==> src/rtl/tick_timer_pkg.sv <==
package tick_timer_pkg;
  localparam int ADDR_W = 4;
  localparam logic [ADDR_W-1:0] OFF_CTRL = 4'h0;
  localparam logic [ADDR_W-1:0] OFF_RELOAD = 4'h4;
  localparam logic [ADDR_W-1:0] OFF_CURRENT = 4'h8;
  localparam logic [ADDR_W-1:0] OFF_CALIB = 4'hC;
  localparam int BIT_EN = 0;
  localparam int BIT_IE = 1;
  localparam int BIT_SRC = 2;
  localparam int BIT_FLAG = 16;

  typedef struct packed {
    logic step;   // advance counter on this cycle
    logic clear;  // force counter to zero (has priority)
  } dp_cmd_t;
endpackage

==> src/rtl/tick_timer_dp.sv <==
module tick_timer_dp
  import tick_timer_pkg::*;
#(
  parameter int CNT_W = 24
) (
  input  logic             clk,
  input  logic             rstN,
  input  dp_cmd_t          cmd,
  input  logic [CNT_W-1:0] reloadVal,
  output logic [CNT_W-1:0] cnt,
  output logic             cntIsZero,
  output logic             cntIsOne
);
  localparam logic [CNT_W-1:0] ONE = CNT_W'(1);

  assign cntIsZero = (cnt == '0);
  assign cntIsOne = (cnt == ONE);

  always_ff @(posedge clk) begin
    if (!rstN) begin
      cnt <= '0;
    end else if (cmd.clear) begin
      cnt <= '0;
    end else if (cmd.step) begin
      cnt <= cntIsZero ? reloadVal : cnt - ONE;
    end
  end
endmodule

==> src/rtl/tick_timer_ctrl.sv <==
module tick_timer_ctrl
  import tick_timer_pkg::*;
#(
  parameter int CNT_W = 24
) (
  input  logic              clk,
  input  logic              rstN,
  input  logic              wrEn,
  input  logic              rdEn,
  input  logic [ADDR_W-1:0] addr,
  input  logic [CNT_W-1:0]  wrLow,
  input  logic              tickRef,
  input  logic              tickCore,
  input  logic              cntIsZero,
  input  logic              cntIsOne,
  output dp_cmd_t           cmd,
  output logic [CNT_W-1:0]  reloadQ,
  output logic              enableQ,
  output logic              intEnQ,
  output logic              srcQ,
  output logic              flagQ,
  output logic              irq
);
  logic ctrlWr, reloadWr, curWr, ctrlRd;
  logic tickSel, step, expiry, haltNow, halted, reloadZero;

  assign ctrlWr = wrEn && (addr == OFF_CTRL);
  assign reloadWr = wrEn && (addr == OFF_RELOAD);
  assign curWr = wrEn && (addr == OFF_CURRENT);
  assign ctrlRd = rdEn && (addr == OFF_CTRL);

  assign tickSel = srcQ ? tickCore : tickRef;
  assign step = enableQ && !halted && tickSel;
  assign reloadZero = (reloadQ == '0);
  assign expiry = step && cntIsOne && !curWr;
  assign haltNow = (step && reloadZero && (cntIsZero || cntIsOne)) ||
                   (curWr && reloadZero);

  assign cmd.step = step;
  assign cmd.clear = curWr;

  always_ff @(posedge clk) begin
    if (!rstN) begin
      enableQ <= 1'b0;
      intEnQ <= 1'b0;
      srcQ <= 1'b0;
      reloadQ <= '0;
      flagQ <= 1'b0;
      halted <= 1'b0;
      irq <= 1'b0;
    end else begin
      if (ctrlWr) begin
        enableQ <= wrLow[BIT_EN];
        intEnQ <= wrLow[BIT_IE];
        srcQ <= wrLow[BIT_SRC];
      end
      if (reloadWr) reloadQ <= wrLow;
      if (expiry) flagQ <= 1'b1;
      else if (curWr || ctrlRd) flagQ <= 1'b0;
      if (ctrlWr && !enableQ && wrLow[BIT_EN]) halted <= 1'b0;
      else if (haltNow) halted <= 1'b1;
      irq <= expiry && intEnQ;
    end
  end
endmodule

==> src/rtl/tick_timer.sv <==
module tick_timer
  import tick_timer_pkg::*;
#(
  parameter int CNT_W = 24,
  parameter int DATA_W = 32,
  parameter logic [DATA_W-1:0] CAL_VAL = 32'd10000
) (
  input  logic              clk,
  input  logic              rstN,
  input  logic              wrEn,
  input  logic              rdEn,
  input  logic [ADDR_W-1:0] addr,
  input  logic [DATA_W-1:0] wrData,
  output logic [DATA_W-1:0] rdData,
  input  logic              tickRef,
  input  logic              tickCore,
  output logic              irq
);
  dp_cmd_t cmd;
  logic [CNT_W-1:0] cnt, reloadQ;
  logic cntIsZero, cntIsOne, enableQ, intEnQ, srcQ, flagQ;
  logic unusedBits;

  assign unusedBits = ^wrData[DATA_W-1:CNT_W];

  tick_timer_ctrl #(.CNT_W(CNT_W)) u_ctrl (
    .clk(clk), .rstN(rstN), .wrEn(wrEn), .rdEn(rdEn), .addr(addr),
    .wrLow(wrData[CNT_W-1:0]), .tickRef(tickRef), .tickCore(tickCore),
    .cntIsZero(cntIsZero), .cntIsOne(cntIsOne), .cmd(cmd),
    .reloadQ(reloadQ), .enableQ(enableQ), .intEnQ(intEnQ), .srcQ(srcQ),
    .flagQ(flagQ), .irq(irq)
  );

  tick_timer_dp #(.CNT_W(CNT_W)) u_dp (
    .clk(clk), .rstN(rstN), .cmd(cmd), .reloadVal(reloadQ),
    .cnt(cnt), .cntIsZero(cntIsZero), .cntIsOne(cntIsOne)
  );

  always_comb begin
    rdData = '0;
    if (rdEn) begin
      unique case (addr)
        OFF_CTRL: begin
          rdData[BIT_EN] = enableQ;
          rdData[BIT_IE] = intEnQ;
          rdData[BIT_SRC] = srcQ;
          rdData[BIT_FLAG] = flagQ;
        end
        OFF_RELOAD: rdData[CNT_W-1:0] = reloadQ;
        OFF_CURRENT: rdData[CNT_W-1:0] = cnt;
        OFF_CALIB: rdData = CAL_VAL;
        default: rdData = '0;
      endcase
    end
  end
endmodule

==> config.mk <==
export PLATFORM = sky130hd
export DESIGN_NAME = tick_timer
export DESIGN_NICKNAME = d
export VERILOG_FILES = /design/src/rtl/tick_timer_pkg.sv /design/src/rtl/tick_timer_dp.sv /design/src/rtl/tick_timer_ctrl.sv /design/src/rtl/tick_timer.sv
export SDC_FILE = /design/constraint.sdc
export NUM_CORES = 1
export LEC_CHECK = 0
export CAP_MARGIN = 20
export CORE_ASPECT_RATIO = 1.75
export CORE_UTILIZATION = 46
export CTS_CLUSTER_SIZE = 10
export DETAILED_ROUTE_END_ITERATION = 8
export DONT_BUFFER_PORTS = 1
export GPL_TIMING_DRIVEN = 0
export SETUP_SLACK_MARGIN = 0.5
export SYNTH_ARGS = -nofsm -noshare
export SYNTH_HDL_FRONTEND = slang
export SYNTH_HIERARCHICAL = 1
export SYNTH_SLANG_ARGS = --single-unit
==> constraint.sdc <==
create_clock -name clk -period 2.59 [get_ports clk]
set_input_delay 0.259 -clock clk [delete_from_list [all_inputs] [get_ports clk]]
set_output_delay 0.259 -clock clk [all_outputs]
set_load 0.01 [all_outputs]
==> impl_metrics.csv <==
group,metric,value,unit
clock_network,post_cts_hold_buffer_count,0,
pwr,vdd.ir_drop.worst,0.0003720,V
pwr,total_power,1.899,mW
flow_run,max_cap_viol_count,0,
cells_and_area,drive_above_1_share,24.79,%
route,routed_wl,12320,µm
timing,slew_headroom,54.60,%
critical_path,timing.setup.critical_path_class,"register to register",
timing,setup_ws,253.6,ps
synthesis,synth_simple_gate_area_share,33.07,%
cells_and_area,antenna-diode-count,0,
synthesis,netlist.top_cell.by_area,"sky130_fd_sc_hd__dfxtp_1",
pwr,combPwrFrac,14.0,%
placed_design,io_buffers,0,
route,number_of_remaining_drc_errors,0,
grt,first_global_vias,3372,
timing,min_period,2336,ps
timing,setup_viol,0,
route,drt_pass1_iterations,5,
synthesis,synth_xor_area_share,0,%
timing,tightest_slew,675.4,ps
timing,finalMaxSlewViolations,0,
pwr,sequentialPowerShare,44.5,%
synthesis,synth.area.top_cells,"sky130_fd_sc_hd__dfxtp_1, sky130_fd_sc_hd__nand2_1, sky130_fd_sc_hd__a21boi_0",
critical_path,cp.arrival,2570,ps
timing,finalClockSkew,7.853,ps
pwr,power.share.clock,41.5,%
synthesis,postSynthCellCount,444,
synthesis,yosys.area_share.adder,1.085,%
grt,grtUsageTotal,32.19,%
route,viasPerCell,6.470,
floorplan,floorplan.initialDensity,47.81,%
synthesis,synthFlopType,"sky130_fd_sc_hd__dfxtp_1",
synthesis,syn-cell-area,3458,µm²
critical_path,end_kind,"register",
route,routed_wire_length_per_instance,21.62,µm
synthesis,syn_avg_cell_area,7.789,µm²
critical_path,critPathLaunchType,"register",
clock_network,worst_setup_hold_path_clk_slew,70,ps
floorplan,floorplan.core_area,7233,µm²
cells_and_area,finalInstanceArea,4277,µm²
route,drt-initial-drc-count,414,
synthesis,ys_warn_count,6,
placed_design,place_inst,537,
grt,grt_start_max_net_pins,16,
critical_path,cp.required,2830,ps
placed_design,place.detailed.hpwl,8671,µm
floorplan,number_of_cell_rows,41,
pwr,total_switching_power,0.4649,mW
floorplan,number_of_primary_i_o_pins,75,
cells_and_area,synthToLayoutAreaGrowth,23.66,%
grt,number_of_antenna_violations_at_the_first_check_in_global_routing,0,
clock_network,cts_inserted_buffers,5,
placed_design,pre_cts_ws,-127.0,ps
pwr,pwr_density_cell,444.1,nW/µm²
synthesis,ys_ff_latch,54,
floorplan,die-area,7883,µm²
synthesis,yosysUniqueCellTypes,64,
clock_network,numClockSinks,54,
status,run_status,"complete, no violations",
route,vias,3688,
synthesis,number_of_synthesized_flops_with_an_enable_pin,0,
clock_network,clk-insertion-delay-late,300,ps
cells_and_area,final_core_utilization,59.12,%
synthesis,share_of_the_synthesized_area_in_compound_gates_ao_oa_aoi_oai,22.97,%
clock_network,clock_tree.htree_level_count,2,
timing,final-hold-violation-count,0,
floorplan,die_width,67.55,µm
timing,rsz0062_at_grt,"yes",
synthesis,synth_top_family_by_area,"simple AND/OR/NAND/NOR gates",
clock_network,clock_tree_from_tritoncts,"yes",
synthesis,yosysTopAreaCellShare,31.26,%
pwr,leakagePower,1.570,nW
route,number_of_nets_with_antenna_violations_after_routing,0,
cells_and_area,fillerInstances,680,
timing,finalCritPeriodShare,90.21,%
cells_and_area,finish.cell_count_without_fillers,570,
grt,grt_overflow_total,0,
clock_network,clock-root-buffer,"sky130_fd_sc_hd__clkbuf_16",
cells_and_area,num-nets-final,529,
synthesis,synthMuxAreaShare,3.763,%
floorplan,die_height,116.7,µm
synthesis,async_reset_ff_share,0,%
timing,fmax,428.0,MHz
clock_network,clock_path_buffers,2,
min_path,hold_path.class,"input pin to register",
placed_design,weighted_congestion_at_the_end_of_routability_driven_global_placement,0.9085,
synthesis,synth_sequential_area_ratio,31.26,%
placed_design,placedInstanceArea,3606,µm²
grt,grt_pass1_wl,18550,µm
pwr,power_report.internal_total,1.434,mW
pwr,switching_share,24.48,%
critical_path,path_max_fanout,3,
## flip-flops by register name, summed over array words and instances, names as in the netlist
register        count
u_ctrl/intEnQ       1
u_ctrl/flagQ        1
u_dp/cnt           24
u_ctrl/reloadQ     24
u_ctrl/enableQ      1
u_ctrl/halted       1
u_ctrl/srcQ         1
u_ctrl/irq          1
## Yosys cell counts (all sizes together), types with 7 or more instances
cell,count
nor2b,11
nand4,8
a21oi,16
buf,24
nor4,19
mux2i,7
nand2,80
dfxtp,54
a22oi,15
nor3,18
a21boi,28
clkbuf,16
nor2,29
o21ai,21
nand3,21
## cells in the final DEF (no fill, tap or decap), drive strengths merged, types with 3 or more instances in the layout
cell / Yosys / final
nor3b: 3 / 3
nand2: 80 / 80
or2: 4 / 4
clkbuf: 16 / 21
nor4b: 3 / 3
or4: 5 / 5
a31oi: 5 / 5
nor3: 18 / 18
ha: 3 / 3
o21ai: 21 / 21
mux2i: 7 / 7
nor2: 29 / 29
nand2b: 3 / 3
mux2: 5 / 5
or3: 3 / 3
inv: 5 / 6
a221oi: 3 / 3
buf: 24 / 50
o22ai: 3 / 3
dfxtp: 54 / 54
a21boi: 28 / 28
nor2b: 11 / 11
nand4: 8 / 8
conb: 1 / 8
a22oi: 15 / 15
a21oi: 16 / 16
a32o: 5 / 5
nor4: 19 / 19
nand3: 21 / 21
## power groups by stage
stage | clock [mW] | sequential (mW) | combinational [mW]
after global routing | 0.817 | 0.846 | 0.279
after CTS | 0.799 | 0.848 | 0.250
after global placement | 0 | 0.867 | 0.201
after floorplan | 0 | 0.862 | 0.153
after detailed placement | 0 | 0.867 | 0.201
final | 0.789 | 0.845 | 0.266
## layout make-up
cell class | instances | area (µm²) | area share, %
clock inverter | 1 | 30.03 | 0.7022
sequential | 54 | 1101 | 25.75
buffer | 40 | 312.8 | 7.314
multi-input combinational | 351 | 2308 | 53.98
timing repair buffer | 26 | 250.2 | 5.851
clock buffer | 6 | 138.9 | 3.248
tap | 86 | 107.6 | 2.516
inverter | 6 | 27.53 | 0.6437
## logic make-up (layout without fill, tap and decap cells)
logic type / count (synthesis) / count (layout)
other: 1 / 8
multiplexers: 12 / 12
AND/OR/NAND/NOR: 215 / 215
flip-flops: 54 / 54
buffers and inverters: 46 / 79
AO/OA/AOI/OAI: 113 / 113
adder cells (fa/ha/maj): 3 / 3
## per-stage QoR
step	hold slack, ps	TNS [ps]
after floorplan	393.8	0
after global placement	398.9	-436.1
after detailed placement	407.0	-278.6
after CTS	99.06	0
after global routing	101.0	0
final	97.89	0
## worst max-delay path: stages, from the launching register on
cell	delay (ps)
sky130_fd_sc_hd__dfxtp_4	360
sky130_fd_sc_hd__nor4_4	390
sky130_fd_sc_hd__nand3_2	150
sky130_fd_sc_hd__or3_4	390
sky130_fd_sc_hd__inv_1	70
sky130_fd_sc_hd__nor2_1	40
sky130_fd_sc_hd__or4b_4	480
sky130_fd_sc_hd__a211oi_2	190
sky130_fd_sc_hd__o221a_1	200
## path summary, 6_finish.rpt
kind | from | end | slack, ps | depth (start not counted)
worst min-delay path | wrData[16] | u_ctrl/reloadQ[16] | 100 | 2
worst max-delay path | u_dp/cnt[9] | u_ctrl/halted | 250 | 8
worst max register to register | u_dp/cnt[9] | u_ctrl/halted | 250 | 8
worst min register to register | u_ctrl/flagQ | u_ctrl/flagQ | 460 | 2
## routing by layer
metal	vias to the layer above	global-route usage (%)	part of all wire (%)
met5	-	0	0
met4	0	18.58	5.6
met3	58	6.738	6.5
met2	211	52.48	50
met1	1725	37.89	38
li1	1694	-	-
## what timing repair did
action / in CTS / in global routing
resized for setup: 58 / 23
setup buffers: 19 / 6
setup endpoints to repair: 26 / 24
pin swaps: 13 / 9
cloned: 1 / 0
Power figures use the tool's default switching activity.
